File: src/rtl/tsq_pkg.sv
package tsq_pkg;

  // Three-bit window examined by the scan.
  localparam int WIN_LEN = 3;

  // Isolated toggle: ends equal, middle differs.
  function automatic logic is_isolated(logic first, logic mid, logic last);
    return (first == last) && (mid != first);
  endfunction

  // Region flags carried next to each encoded byte.
  typedef struct packed {
    logic front;
    logic back;
  } region_flags_t;

endpackage

File: src/rtl/tsq_window_detect.sv
module tsq_window_detect #(
  parameter int DATA_W = 8,
  localparam int NPOS = DATA_W - tsq_pkg::WIN_LEN + 1
) (
  input  logic [DATA_W-1:0] din,
  output logic [NPOS-1:0]   cand
);

  for (genvar gi = 0; gi < NPOS; gi++) begin : g_win
    assign cand[gi] = tsq_pkg::is_isolated(din[gi], din[gi+1], din[gi+2]);
  end

endmodule

File: src/rtl/tsq_scan_chain.sv
module tsq_scan_chain #(
  parameter int NPOS = 6
) (
  input  logic [NPOS-1:0] cand,
  output logic [NPOS-1:0] take
);

  // A selection at position i hides positions i+1 and i+2 from the scan.
  logic [NPOS-1:0] take_v;
  logic            hit1;
  logic            hit2;
  logic            cur;

  always_comb begin
    take_v = '0;
    hit1   = 1'b0;
    hit2   = 1'b0;
    cur    = 1'b0;
    for (int i = 0; i < NPOS; i++) begin
      cur       = cand[i] & ~hit1 & ~hit2;
      take_v[i] = cur;
      hit2      = hit1;
      hit1      = cur;
    end
  end

  assign take = take_v;

endmodule

File: src/rtl/tsq_swap_net.sv
module tsq_swap_net #(
  parameter int DATA_W = 8,
  parameter int SPLIT  = 3,
  localparam int NPOS = DATA_W - tsq_pkg::WIN_LEN + 1
) (
  input  logic [DATA_W-1:0]     din,
  input  logic [NPOS-1:0]       take,
  output logic [DATA_W-1:0]     dout,
  output tsq_pkg::region_flags_t flags
);

  always_comb begin
    dout = din;
    for (int i = 0; i < NPOS; i++) begin
      if (take[i]) begin
        dout[i+1] = din[i+2];
        dout[i+2] = din[i+1];
      end
    end
  end

  assign flags.front = |take[SPLIT-1:0];
  assign flags.back  = |take[NPOS-1:SPLIT];

endmodule

File: src/rtl/tsq_encoder.sv
module tsq_encoder #(
  parameter int DATA_W = 8,
  parameter int SPLIT  = 3
) (
  input  logic              clk,
  input  logic              rst,
  input  logic              in_valid,
  output logic              in_ready,
  input  logic [DATA_W-1:0] in_data,
  output logic              out_valid,
  output logic [DATA_W-1:0] out_data,
  output logic              out_flag_front,
  output logic              out_flag_back
);

  localparam int NPOS = DATA_W - tsq_pkg::WIN_LEN + 1;

  logic                   ready_q;
  logic                   accept;
  logic [NPOS-1:0]        cand;
  logic [NPOS-1:0]        take;
  logic [DATA_W-1:0]      enc_data;
  tsq_pkg::region_flags_t enc_flags;
  tsq_pkg::region_flags_t flags_q;
  logic [DATA_W-1:0]      data_q;
  logic                   valid_q;

  assign accept = in_valid & ready_q;

  tsq_window_detect #(.DATA_W(DATA_W)) u_detect (
    .din  (in_data),
    .cand (cand)
  );

  tsq_scan_chain #(.NPOS(NPOS)) u_chain (
    .cand (cand),
    .take (take)
  );

  tsq_swap_net #(.DATA_W(DATA_W), .SPLIT(SPLIT)) u_swap (
    .din   (in_data),
    .take  (take),
    .dout  (enc_data),
    .flags (enc_flags)
  );

  always_ff @(posedge clk) begin
    if (rst) begin
      ready_q <= 1'b0;
      valid_q <= 1'b0;
      data_q  <= '0;
      flags_q <= '0;
    end else begin
      ready_q <= 1'b1;
      valid_q <= accept;
      if (accept) begin
        data_q  <= enc_data;
        flags_q <= enc_flags;
      end
    end
  end

  assign in_ready       = ready_q;
  assign out_valid      = valid_q;
  assign out_data       = data_q;
  assign out_flag_front = flags_q.front;
  assign out_flag_back  = flags_q.back;

endmodule

File: config.mk
export PLATFORM = sky130hd
export DESIGN_NAME = tsq_encoder
export DESIGN_NICKNAME = d
export VERILOG_FILES = /design/src/rtl/tsq_pkg.sv /design/src/rtl/tsq_window_detect.sv /design/src/rtl/tsq_scan_chain.sv /design/src/rtl/tsq_swap_net.sv /design/src/rtl/tsq_encoder.sv
export SDC_FILE = /design/constraint.sdc
export NUM_CORES = 1
export LEC_CHECK = 0
export ABC_CLOCK_PERIOD_IN_PS = 5250
export BUFFER_PORTS_ARGS = -buffer_cell sky130_fd_sc_hd__buf_4
export CAP_MARGIN = 20
export CORE_MARGIN = 2
export CORE_UTILIZATION = 53
export CTS_CLUSTER_DIAMETER = 100
export CTS_CLUSTER_SIZE = 20
export DETAILED_ROUTE_END_ITERATION = 16
export PLACE_DENSITY = 0.78
export SYNTH_ARGS = -nofsm -noshare
export SYNTH_HDL_FRONTEND = slang
export SYNTH_SLANG_ARGS = --single-unit
export TNS_END_PERCENT = 30
File: constraint.sdc
create_clock -name clk -period 5.25 [get_ports clk]
set_input_delay 1.05 -clock clk [delete_from_list [all_inputs] [get_ports clk]]
set_output_delay 1.05 -clock clk [all_outputs]
set_load 0.02 [all_outputs]
### Word-level counts from Yosys, hierarchy flattened

Cells that the tools add are included.
Widths: inputs -> output; s select.

| word-level totals | value |
|---|---|
| register bits after elaboration | 12 |
| input bits | 11 |
| output and inout bits | 12 |
| word-level logic and storage cells | 47 |

| cells by class | value |
|---|---|
| equality and inequality tests | 12 |
| multiplexer cells | 7 |
| bitwise operators | 15 |
| reductions and logical operators | 8 |

Operator list:

| kind | number |
|---|---|
| $mux 2 | 6 |
| $and 1x1->1 | 10 |
| $eq 1x1->1 | 6 |
| $logic_and 1x1->1 | 6 |
| $ne 1x1->1 | 6 |
| $reduce_or 3->1 | 2 |
| $not 1->1 | 5 |
| $mux 1 | 1 |

### Logic depth before layout (Yosys ltp)

Gate-level depths: netlist of the first run.

| logic depth | value |
|---|---|
| depth after elaboration | 17 |
| gate-level depth with buffers | 6 |

### Modules after synthesis

From an unflattened synthesis of the first run, not the netlist that was laid out.

| second synthesis, totals | value |
|---|---|
| cell total of the unflattened synthesis | 89 |
| area, all modules | 800.8 um2 |

By module, submodules not included:

| module | times used | cells each | area an instance (um2) |
|---|---|---|---|
| tsq_encoder | 1 | 40 | 467.9 |
| tsq_swap_net | 1 | 20 | 136.4 |
| tsq_window_detect | 1 | 14 | 101.3 |
| tsq_scan_chain | 1 | 15 | 95.1 |

### Worst setup path after synthesis of the first run

No wires, ideal clock.

| timing | value |
|---|---|
| path type | input -> register |
| start point | input port in_data[1] |
| end point | register data_q[6] (netlist: out_data[6]) |
| arrival | 2.253 ns |
| slack | 2.880 ns |
| stages | 6 |
| buffers on the path | 1 |
| path through | buf_6 nor2_4 nand2_1 a32o_1 or4_4 a32o_1 |

| on the way | value |
|---|---|
| cells in the longest elaborated chain, start to end | 17 |

RTL lines:

| element | RTL line | source |
|---|---|---|
| from (decl) | tsq_encoder.sv:9 | `input logic [DATA_W-1:0] in_data,` |
| $ne 1x1->1 | tsq_pkg.sv:8 | `return (first == last) && (mid != first);` |
| $logic_and 1x1->1 | tsq_pkg.sv:8 |  |
| $not 1->1 | tsq_scan_chain.sv:20 | `cur = cand[i] & ~hit1 & ~hit2;` |
| $and 1x1->1 | tsq_scan_chain.sv:20 |  |
| $not 1->1 | tsq_scan_chain.sv:20 |  |
| $and 1x1->1 (2 in a row) | tsq_scan_chain.sv:20 |  |
| $not 1->1 | tsq_scan_chain.sv:20 |  |
| $and 1x1->1 (2 in a row) | tsq_scan_chain.sv:20 |  |
| $not 1->1 | tsq_scan_chain.sv:20 |  |
| $and 1x1->1 (2 in a row) | tsq_scan_chain.sv:20 |  |
| $not 1->1 | tsq_scan_chain.sv:20 |  |
| $and 1x1->1 (2 in a row) | tsq_scan_chain.sv:20 |  |
| $mux 2 * | tsq_swap_net.sv:15 | `if (take[i]) begin` |
| to (signal assigned) | tsq_encoder.sv:57 | `data_q <= enc_data;` |
| to (decl) | tsq_encoder.sv:25 | `logic [DATA_W-1:0] data_q;` |

Every way passes the cells marked *; elsewhere a longest branch is shown, timed or not.
A chain may end at the register's enable or synchronous reset.

### Worst setup path in the final report of the first run

| timing | value |
|---|---|
| start point | input port in_data[3] |
| end point | register data_q[6] (netlist: out_data[6]) |

| on the way | value |
|---|---|
| cells in the longest elaborated chain, start to end | 16 |

RTL lines:

| element | RTL line |
|---|---|
| $eq 1x1->1 | tsq_pkg.sv:8 |
| $logic_and 1x1->1 | tsq_pkg.sv:8 |
| $and 1x1->1 | tsq_scan_chain.sv:20 |
| $not 1->1 | tsq_scan_chain.sv:20 |
| $and 1x1->1 (2 in a row) | tsq_scan_chain.sv:20 |
| $not 1->1 | tsq_scan_chain.sv:20 |
| $and 1x1->1 (2 in a row) | tsq_scan_chain.sv:20 |
| $not 1->1 | tsq_scan_chain.sv:20 |
| $and 1x1->1 (2 in a row) | tsq_scan_chain.sv:20 |
| $not 1->1 | tsq_scan_chain.sv:20 |
| $and 1x1->1 (2 in a row) | tsq_scan_chain.sv:20 |
| $mux 2 * | tsq_swap_net.sv:15 |

Marks and branches as above.

==> flow_summary.ini, run 1 <==
[die]
rows = 13
core_um2 = 1330
ios = 23
die_h_um = 42.4
die_w_um = 42.4
start_util_pct = 58.6
dieArea_um2 = 1800

[clocking]
cts_hold_buf = 0
path_clk_slew_ns = 0.07
cts_tree = built
cts_inserted_buffers = 3
cts.sinks = 12
htree_num_levels = 1
cts_resized = 0
clockRootBuffer = clkbuf_4
post_cts_buffers = 0
clock_latency_ns = 0.27
cts_buffer_depth = 2

[logic_synthesis]
syn_avg_cell_area_um2 = 7.45
synth_fp_nets = 116
yosysWarnings = 0
synthCells = 105
yosys_register_bits = 12
netlist_area_um2 = 782
ys_seq_area_share_pct = 30.7
synth_cell_types = 33

[timing]
rsz0062_at_grt = false
clock.fmax_mhz = 430
slew-limit-headroom_pct = 75.2
slew_viol_final = 0
tightest_slew_ns = 0.372
fin_skew_ns = 0.00358
fin_crit_ns = 2.33
finalHoldViolCount = 0
setup-tns-final_ns = 0
fin_crit_sh_pct = 44.3
finalSetupViolations = 0

[setup_path]
crit_family = simple AND/OR/NAND/NOR gates
r2r-end = out_data[6]
r2r_setup_slack_ns = 4.03
worst_setup_path_start_kind = primary input
worst-path-buf-inv = 1
worstPathRequired_ns = 5.41
crit_fanout = 16
critPathMaxStageDelay_ns = 0.49
crit_slowest_cell = or4_4
crit_chain = buf_4 -> and2b_1 -> a21oi_1 -> a32o_1 -> or4_4 -> a32o_1
crit_path_end_kind = register
arrival_ns = 2.49
worstSetupStartpoint = in_data[3]
critPathMostFrequentCell = a32o_1
crit_end = out_data[6]
r2r-start = in_ready
crit_cells = 6
r2r_cells = 5
crit_type = primary input to register

[global_routing]
grt_max_degree = 21
grt_pass1_vias = 685
antenna_found_initial = 0
grt_util_all_layers_pct = 21.6
grt_overflow = 0
grt_pass1_wl_um = 3020

[power]
power_density_nw_per_um2 = 227
max-vdd-ir-drop_mv = 0.181
p_leak_nw = 0.391

[placement]
gp_congestion = 0.804
portBuffers = 22
place_area_um2 = 918
hpwl_um = 1310

[run_status]
outcome = completed

[layout]
syn2layout_area_growth_pct = 20.3
nets = 134
fillers = 118
diodes = 0
design_area_um2 = 941
layout-drive-gt1-share_pct = 22.3

[run]
max_cap_viol_count = 0

[detailed_routing]
via_per_inst = 5.83
wl_per_cell_um = 13.3
vias = 793
first_iter_violations = 13
first_pass_iters = 4
drcViolationCount = 0
ant_nets = 0
wirelength_um = 1810

[hold_path]
hold_class = register to register
==> flip-flops by register name, indices dropped and copies added (netlist names) <==
name,cells
in_ready,1
out_data,8
out_flag_back,1
out_flag_front,1
out_valid,1
==> synthesized netlist by cell type, drive strengths merged <==
library cell	n	area [um^2]
o21ai	12	60.1
nand2b	9	56.3
inv	2	7.51
a211o	2	17.5
o21a	1	7.51
nor3b	1	7.51
a31oi	4	25.0
nand3	1	5.00
o22a	1	8.76
a311oi	1	8.76
buf	4	28.8
and2b	1	7.51
nor2	12	52.6
a32o	2	20.0
o22ai	3	18.8
and2	1	6.26
or4	1	11.3
nand2	7	26.3
o211ai	1	7.51
clkbuf	5	18.8
a21oi	9	45.0
o31ai	1	7.51
mux2i	1	10.0
dfxtp	12	240
nor2b	2	12.5
o211a	1	10.0
a22oi	1	7.51
a211oi	2	15.0
a32oi	2	17.5
nor3	3	15.0
==> how the worst min path moves through the flow <==
stage                startpoint           to  slack [ns]  depth (start not counted)
floorplan           out_data[0]  out_data[0]        0.53                          2
global placement    out_data[0]  out_data[0]        0.45                          2
detailed placement  out_data[0]  out_data[0]        0.45                          2
CTS                 out_data[0]  out_data[0]        0.46                          2
global route        out_data[0]  out_data[0]        0.49                          2
finish              out_data[0]  out_data[0]        0.46                          2
==> per-stage QoR <==
step | util [%] | total power [mW] | hold slack, ns | cells | worst slack (ns)
4_1_cts | 70.5 | 0.215 | 0.462 | 136 | 2.94
3_3_place_gp | 68.9 | 0.160 | 0.445 | 133 | 2.68
2_1_floorplan | - | 0.141 | 0.528 | 105 | 2.88
5_1_grt | 70.5 | 0.226 | 0.494 | 136 | 2.88
3_5_place_dp | 68.9 | 0.161 | 0.452 | 133 | 2.65
6_report | 70.5 | 0.213 | 0.457 | 136 | 2.92
==> metal layers <==
layer  track usage [%]  part of all wire [%]
met5                 0                     0
met4              3.75                  0.33
met3              6.47                   3.6
met2              33.8                    46
met1              29.7                    50
==> cells by family (layout without fill, tap and decap cells) <==
logic type      after synthesis  after routing  share of synthesized area, %
flops                        12             12                          30.7
buf+inv                      11             27                          7.04
simple gates                 38             38                          25.6
compound gates               43             43                          35.4
mux                           1              1                          1.28
==> worst min-delay path, cell delays in order, from the launching register on <==
cell,delay [ns]
dfxtp_1,0.31
nand2_1,0.05
a21oi_1,0.06
==> placed cells by master, fill, tap and decap left out, types with 2 or more instances in the layout <==
cell and count:
o22ai_1 3, buf_4 22, nor3_1 3, nand2b_1 9
a32o_1 2, a211oi_1 2, a21oi_1 9, nor2_1 11
a32oi_1 2, nor2b_1 2, inv_1 2, a211o_1 2
a31oi_1 4, dfxtp_1 12, o21ai_0 12, nand2_1 7
clkbuf_4 3
==> layout make-up <==
| cell class | count | area (um^2) | share of cell area (%) |
|---|---|---|---|
| Clock buffer | 3 | 22.5 | 2.39 |
| Inverter | 2 | 7.51 | 0.798 |
| Multi-Input combinational cell | 82 | 487 | 51.7 |
| Sequential cell | 12 | 240 | 25.5 |
| Tap cell | 15 | 18.8 | 1.99 |
| Timing Repair Buffer | 22 | 165 | 17.6 |
==> power breakdown <==
group          total [mW]  switching [mW]  internal [mW]
Sequential         0.0990         0.00258         0.0964
Clock              0.0539          0.0274         0.0265
Combinational      0.0603          0.0348         0.0255
(Power assumes the default switching activity.)
==> run 2: changes to the inputs <==
--- a/config.mk
+++ b/config.mk
@@ -5,15 +5,16 @@
 export SDC_FILE = /design/constraint.sdc
 export NUM_CORES = 1
 export LEC_CHECK = 0
-export ABC_CLOCK_PERIOD_IN_PS = 5250
+export ABC_AREA = 1
+export ABC_CLOCK_PERIOD_IN_PS = 2029
 export BUFFER_PORTS_ARGS = -buffer_cell sky130_fd_sc_hd__buf_4
 export CAP_MARGIN = 20
 export CORE_MARGIN = 2
-export CORE_UTILIZATION = 53
+export CORE_UTILIZATION = 44
 export CTS_CLUSTER_DIAMETER = 100
 export CTS_CLUSTER_SIZE = 20
 export DETAILED_ROUTE_END_ITERATION = 16
-export PLACE_DENSITY = 0.78
+export PLACE_DENSITY = 0.69
 export SYNTH_ARGS = -nofsm -noshare
 export SYNTH_HDL_FRONTEND = slang
 export SYNTH_SLANG_ARGS = --single-unit
==> constraint.sdc (replaced) <==
create_clock -name clk -period 2.03 [get_ports clk]
set_input_delay 0.406 -clock clk [delete_from_list [all_inputs] [get_ports clk]]
set_output_delay 0.406 -clock clk [all_outputs]
set_load 0.02 [all_outputs]
==> flow_summary.ini, run 2 <==
[run_status]
outcome = completed

[die]
rows = 14
dieArea_um2 = 2010
ios = 23
die_h_um = 44.8
die_w_um = 44.8
start_util_pct = 47.6
core_um2 = 1540

[detailed_routing]
wirelength_um = 1500
vias = 768
drcViolationCount = 0
ant_nets = 0
first_pass_iters = 4
wl_per_cell_um = 9.91
first_iter_violations = 4
via_per_inst = 5.09

[logic_synthesis]
yosys.area.top_type_share_pct = 32.8
synthArstFlopShare_pct = 0
netlist_area_um2 = 733
synth_fp_nets = 122
syn_avg_cell_area_um2 = 6.61
synth_top_area_cell = dfxtp_1
synth.area.top_cells = dfxtp_1, nand2_1, nor2_1
yosysWarnings = 0
yosys_register_bits = 12
synth_cell_types = 23
synth_top_flop_cell = dfxtp_1
synth-edff-count = 0
synthCells = 111
ys_seq_area_share_pct = 32.8
ys_top_cells_by_count = nand2_1, nor2_1, dfxtp_1, o21ai_0, inv_1
synth.most_common_cell = nand2_1

[timing]
slew_viol_final = 0
fin_skew_ns = 0.00183
finalHoldViolCount = 0
tightest_slew_ns = 0.374
clock.fmax_mhz = 807
fin_crit_sh_pct = 61.0
rsz0062_at_grt = false
finalSetupViolations = 0
setup-tns-final_ns = 0
fin_crit_ns = 1.24
timing.final.ws_setup_ns = 0.791
slew-limit-headroom_pct = 75.1

[placement]
portBuffers = 22
hpwl_um = 1230
dp_cells = 147
pre_cts_ws_ns = 0.505
gp_congestion = 0.811

[setup_path]
worst_setup_path_start_kind = primary input
crit_fanout = 7
crit_family = simple AND/OR/NAND/NOR gates
crit_chain = buf_4 -> inv_2 -> nand2_1 -> nand2_2 -> nand2_4 -> nand2_4 -> nand3_4 -> nand3_1 -> nand2_1 -> nand2_1 -> nand2_1 -> a21oi_1
r2r_cells = 6
r2r-end = out_data[6]
critPathMaxStageDelay_ns = 0.13
r2r_setup_slack_ns = 0.82
critPathMostFrequentCell = nand2_1
worst-path-buf-inv = 2
r2r-start = in_ready
crit_cells = 12
worstSetupStartpoint = in_data[1]
crit_path_end_kind = register
crit_slowest_cell = buf_4
crit_end = out_data[7]
arrival_ns = 1.45
crit_type = primary input to register
worstPathRequired_ns = 2.24

[layout]
layout.cells.non_filler = 151
syn2layout_area_growth_pct = 28.5
final_common_cell = nand2_1
layout-drive-gt1-share_pct = 29.6
mostFrequentLayoutCells = nand2_1, buf_4, nor2_1
diodes = 0
nets = 147
fillers = 154
largest_reg_flops = 8

[power]
power_density_nw_per_um2 = 657
p_total_mw = 0.619
max-vdd-ir-drop_mv = 0.275
p_leak_nw = 0.494

[clocking]
clockRootBuffer = clkbuf_4
htree_num_levels = 1
path_clk_slew_ns = 0.07
cts_hold_buf = 0
cts_inserted_buffers = 3
clock_latency_ns = 0.27
cts_tree = built
cts_buffer_depth = 2
post_cts_buffers = 0
cts.sinks = 12
cts_resized = 0

[global_routing]
grt_max_degree = 16
grt_pass1_wl_um = 2750
grt_pass1_vias = 647
antenna_found_initial = 0
grt_overflow = 0
grt_util_all_layers_pct = 18.5

[hold_path]
hold_class = primary input to register

[run]
max_cap_viol_count = 0
[run 2: worst register-to-register path, cell delays in order, from the launching register on]
cell	delay, ns
dfxtp_1	0.33
nand2_1	0.16
inv_1	0.34
nand2_1	0.09
inv_1	0.06
nand2_1	0.05
a21oi_1	0.10
[run 2: cells by family after synthesis]
group / Yosys count / share of synthesized area (%)
compound gates: 25 / 19.6
buf+inv: 15 / 8.36
flops: 12 / 32.8
simple gates: 59 / 39.2
[run 2: final cells by class]
type	count	area, um^2	area share [%]
clock buffers	4	36.3	3.85
inverters	13	48.8	5.18
multi-input cells	84	432	45.8
flip-flops and latches	12	240	25.5
well taps	16	20.0	2.12
repair buffers	22	165	17.5
[run 2: worst min-delay path by stage]
stage / start / endpoint / slack [ns] / cells past startpoint
global route: rst / out_data[6] / 0.32 / 2
CTS: rst / out_data[7] / 0.32 / 2
finish: rst / out_data[7] / 0.32 / 2
detailed placement: out_data[7] / out_data[7] / 0.46 / 2
global placement: out_data[7] / out_data[7] / 0.45 / 2
floorplan: rst / out_data[6] / 0.48 / 1
[run 2: stage by stage]
| step | hold WS [ns] | utilization (%) | cell area, um^2 |
|---|---|---|---|
| 6_report | 0.322 | 61.1 | 942 |
| 5_1_grt | 0.319 | 61.1 | 942 |
| 4_1_cts | 0.321 | 61.1 | 942 |
| 3_5_place_dp | 0.455 | 58.8 | 906 |
| 3_3_place_gp | 0.451 | 58.8 | 906 |
| 2_1_floorplan | 0.475 | - | 733 |
[run 2: report_power, final]
part / switching [mW] / internal [mW]
Sequential: 0.00716 / 0.251
Combinational: 0.105 / 0.0689
Clock: 0.0777 / 0.109
Total: 0.190 / 0.429
[run 2: metal layers]
metal  routed length, um  vias up  global-route usage [%]  share of wire (%)
met5                   0        -                       0                  0
met4                  42        0                    10.6                2.8
met3                  81        5                    2.40                5.4
met2                 645       22                    27.8                 43
met1                 726      322                    25.2                 49
li1                    -      419                       -                  -
==> run 3: changes to the inputs <==
--- a/config.mk
+++ b/config.mk
@@ -6,15 +6,15 @@
 export NUM_CORES = 1
 export LEC_CHECK = 0
 export ABC_AREA = 1
-export ABC_CLOCK_PERIOD_IN_PS = 2029
+export ABC_CLOCK_PERIOD_IN_PS = 1300
 export BUFFER_PORTS_ARGS = -buffer_cell sky130_fd_sc_hd__buf_4
 export CAP_MARGIN = 20
 export CORE_MARGIN = 2
-export CORE_UTILIZATION = 44
+export CORE_UTILIZATION = 48
 export CTS_CLUSTER_DIAMETER = 100
 export CTS_CLUSTER_SIZE = 20
 export DETAILED_ROUTE_END_ITERATION = 16
-export PLACE_DENSITY = 0.69
+export PLACE_DENSITY = 0.72
 export SYNTH_ARGS = -nofsm -noshare
 export SYNTH_HDL_FRONTEND = slang
 export SYNTH_SLANG_ARGS = --single-unit
==> constraint.sdc (replaced) <==
create_clock -name clk -period 1.3 [get_ports clk]
set_input_delay 0.26 -clock clk [delete_from_list [all_inputs] [get_ports clk]]
set_output_delay 0.26 -clock clk [all_outputs]
set_load 0.02 [all_outputs]
==> flow_summary.ini, run 3 (synthesis results as in run 2) <==
[run_status]
outcome = completed

[detailed_routing]
vias = 814
first_iter_violations = 15
drcViolationCount = 0
first_pass_iters = 4
ant_nets = 0
wl_per_cell_um = 10.3
wirelength_um = 1670
via_per_inst = 5.02

[setup_path]
crit_slowest_cell = buf_4
critPathMostFrequentCell = nand2_1
arrival_ns = 1.33
critPathMaxStageDelay_ns = 0.13
worst-path-buf-inv = 2
crit_family = simple AND/OR/NAND/NOR gates
worst_setup_path_start_kind = primary input
worstPathRequired_ns = 1.51
crit_type = primary input to register
crit_path_end_kind = register
crit_chain = buf_4 -> inv_2 -> nand2_1 -> nand2_2 -> nand2_4 -> nand2_4 -> nand3_4 -> nand3_1 -> nand2_1 -> nand2_1 -> nand2_1 -> a21oi_1
crit_fanout = 7

[timing]
finalSetupViolations = 0
hold_ws_ns = 0.183
slew_viol_final = 0
fin_crit_sh_pct = 86.0
fin_skew_ns = 0.00133
finalHoldViolCount = 0
tightest_slew_ns = 0.379
slew-limit-headroom_pct = 74.6
clock.fmax_mhz = 895
rsz0062_at_grt = false
fin_crit_ns = 1.12
setup-tns-final_ns = 0

[clocking]
cts_inserted_buffers = 3
cts_hold_buf = 0
cts_buffer_depth = 2
cts.sinks = 12
cts_resized = 0
clock_latency_ns = 0.27
post_cts_buffers = 0
cts_tree = built
htree_num_levels = 1
path_clk_slew_ns = 0.07
clockRootBuffer = clkbuf_4

[die]
die_w_um = 43.1
ios = 23
dieArea_um2 = 1860
die_h_um = 43.1
core_um2 = 1470
rows = 14
start_util_pct = 49.8

[layout]
diodes = 0
mostFrequentLayoutCells = buf_4, nand2_1, nor2_1
layout-drive-gt1-share_pct = 34.9
largest_reg_flops = 8
nets = 158
design_area_um2 = 1020
final_common_cell = buf_4
syn2layout_area_growth_pct = 39.8

[global_routing]
grt_util_all_layers_pct = 20.9
grt_overflow = 0
grt_pass1_vias = 741
antenna_found_initial = 0
grt_pass1_wl_um = 2980
grt_max_degree = 16

[hold_path]
hold_class = primary input to register

[power]
p_leak_nw = 0.546
max-vdd-ir-drop_mv = 0.409
power_density_nw_per_um2 = 970

[placement]
hpwl_um = 1350
portBuffers = 22
gp_congestion = 0.818
place_area_um2 = 988

[run]
max_cap_viol_count = 0
[run 3: cell count changes in the layout (fill, tap and decap cells not counted)]
cell / delta
buf_4: +11
[run 3: path summary, 6_finish.rpt]
path / from / to / slack (ns) / cells after the start
worst min-delay path: rst / out_data[7] / 0.18 / 2
worst max register to register: in_ready / out_flag_back / 0.23 / 6
worst max-delay path: in_data[1] / out_data[7] / 0.18 / 12
worst min register to register: out_data[7] / out_data[7] / 0.46 / 2
[run 3: cell type report]
type | count | area, um^2
fill | 140 | 447
multi-input combinational | 84 | 432
timing repair buffer | 33 | 248
sequential | 12 | 240
inverter | 13 | 48.8
clock buffer | 4 | 36.3
tap | 16 | 20.0
[run 3: stage by stage]
stage	total power [mW]	worst slack [ns]	std cells	utilization, %
finish	0.994	0.183	162	69.6
global route	1.05	0.0207	162	69.6
CTS	0.998	0.195	162	69.6
detailed placement	0.711	-0.0852	158	67.2
global placement	0.706	-0.0573	158	67.2
floorplan	0.588	0.0728	111	-
[run 3: report_power, final]
group / internal, mW / leakage, nW / switching, mW
Sequential: 0.392 / 0.0990 / 0.0115
Combinational: 0.129 / 0.425 / 0.171
Clock: 0.170 / 0.0210 / 0.121
Total: 0.691 / 0.546 / 0.304
[run 3: metal layers]
metal	track usage, %	part of all wire [%]
met5	0	0
met2	35.2	46
met4	10.9	2.3
met3	2.98	5.1
met1	25.2	47
[run 3: worst register-to-register path, cell delays in order (launching register included)]
cell	delay (ns)
dfxtp_1	0.33
nand2_1	0.07
inv_1	0.30
nor2_1	0.08
nor2_1	0.10
o31ai_1	0.07
inv_1	0.06
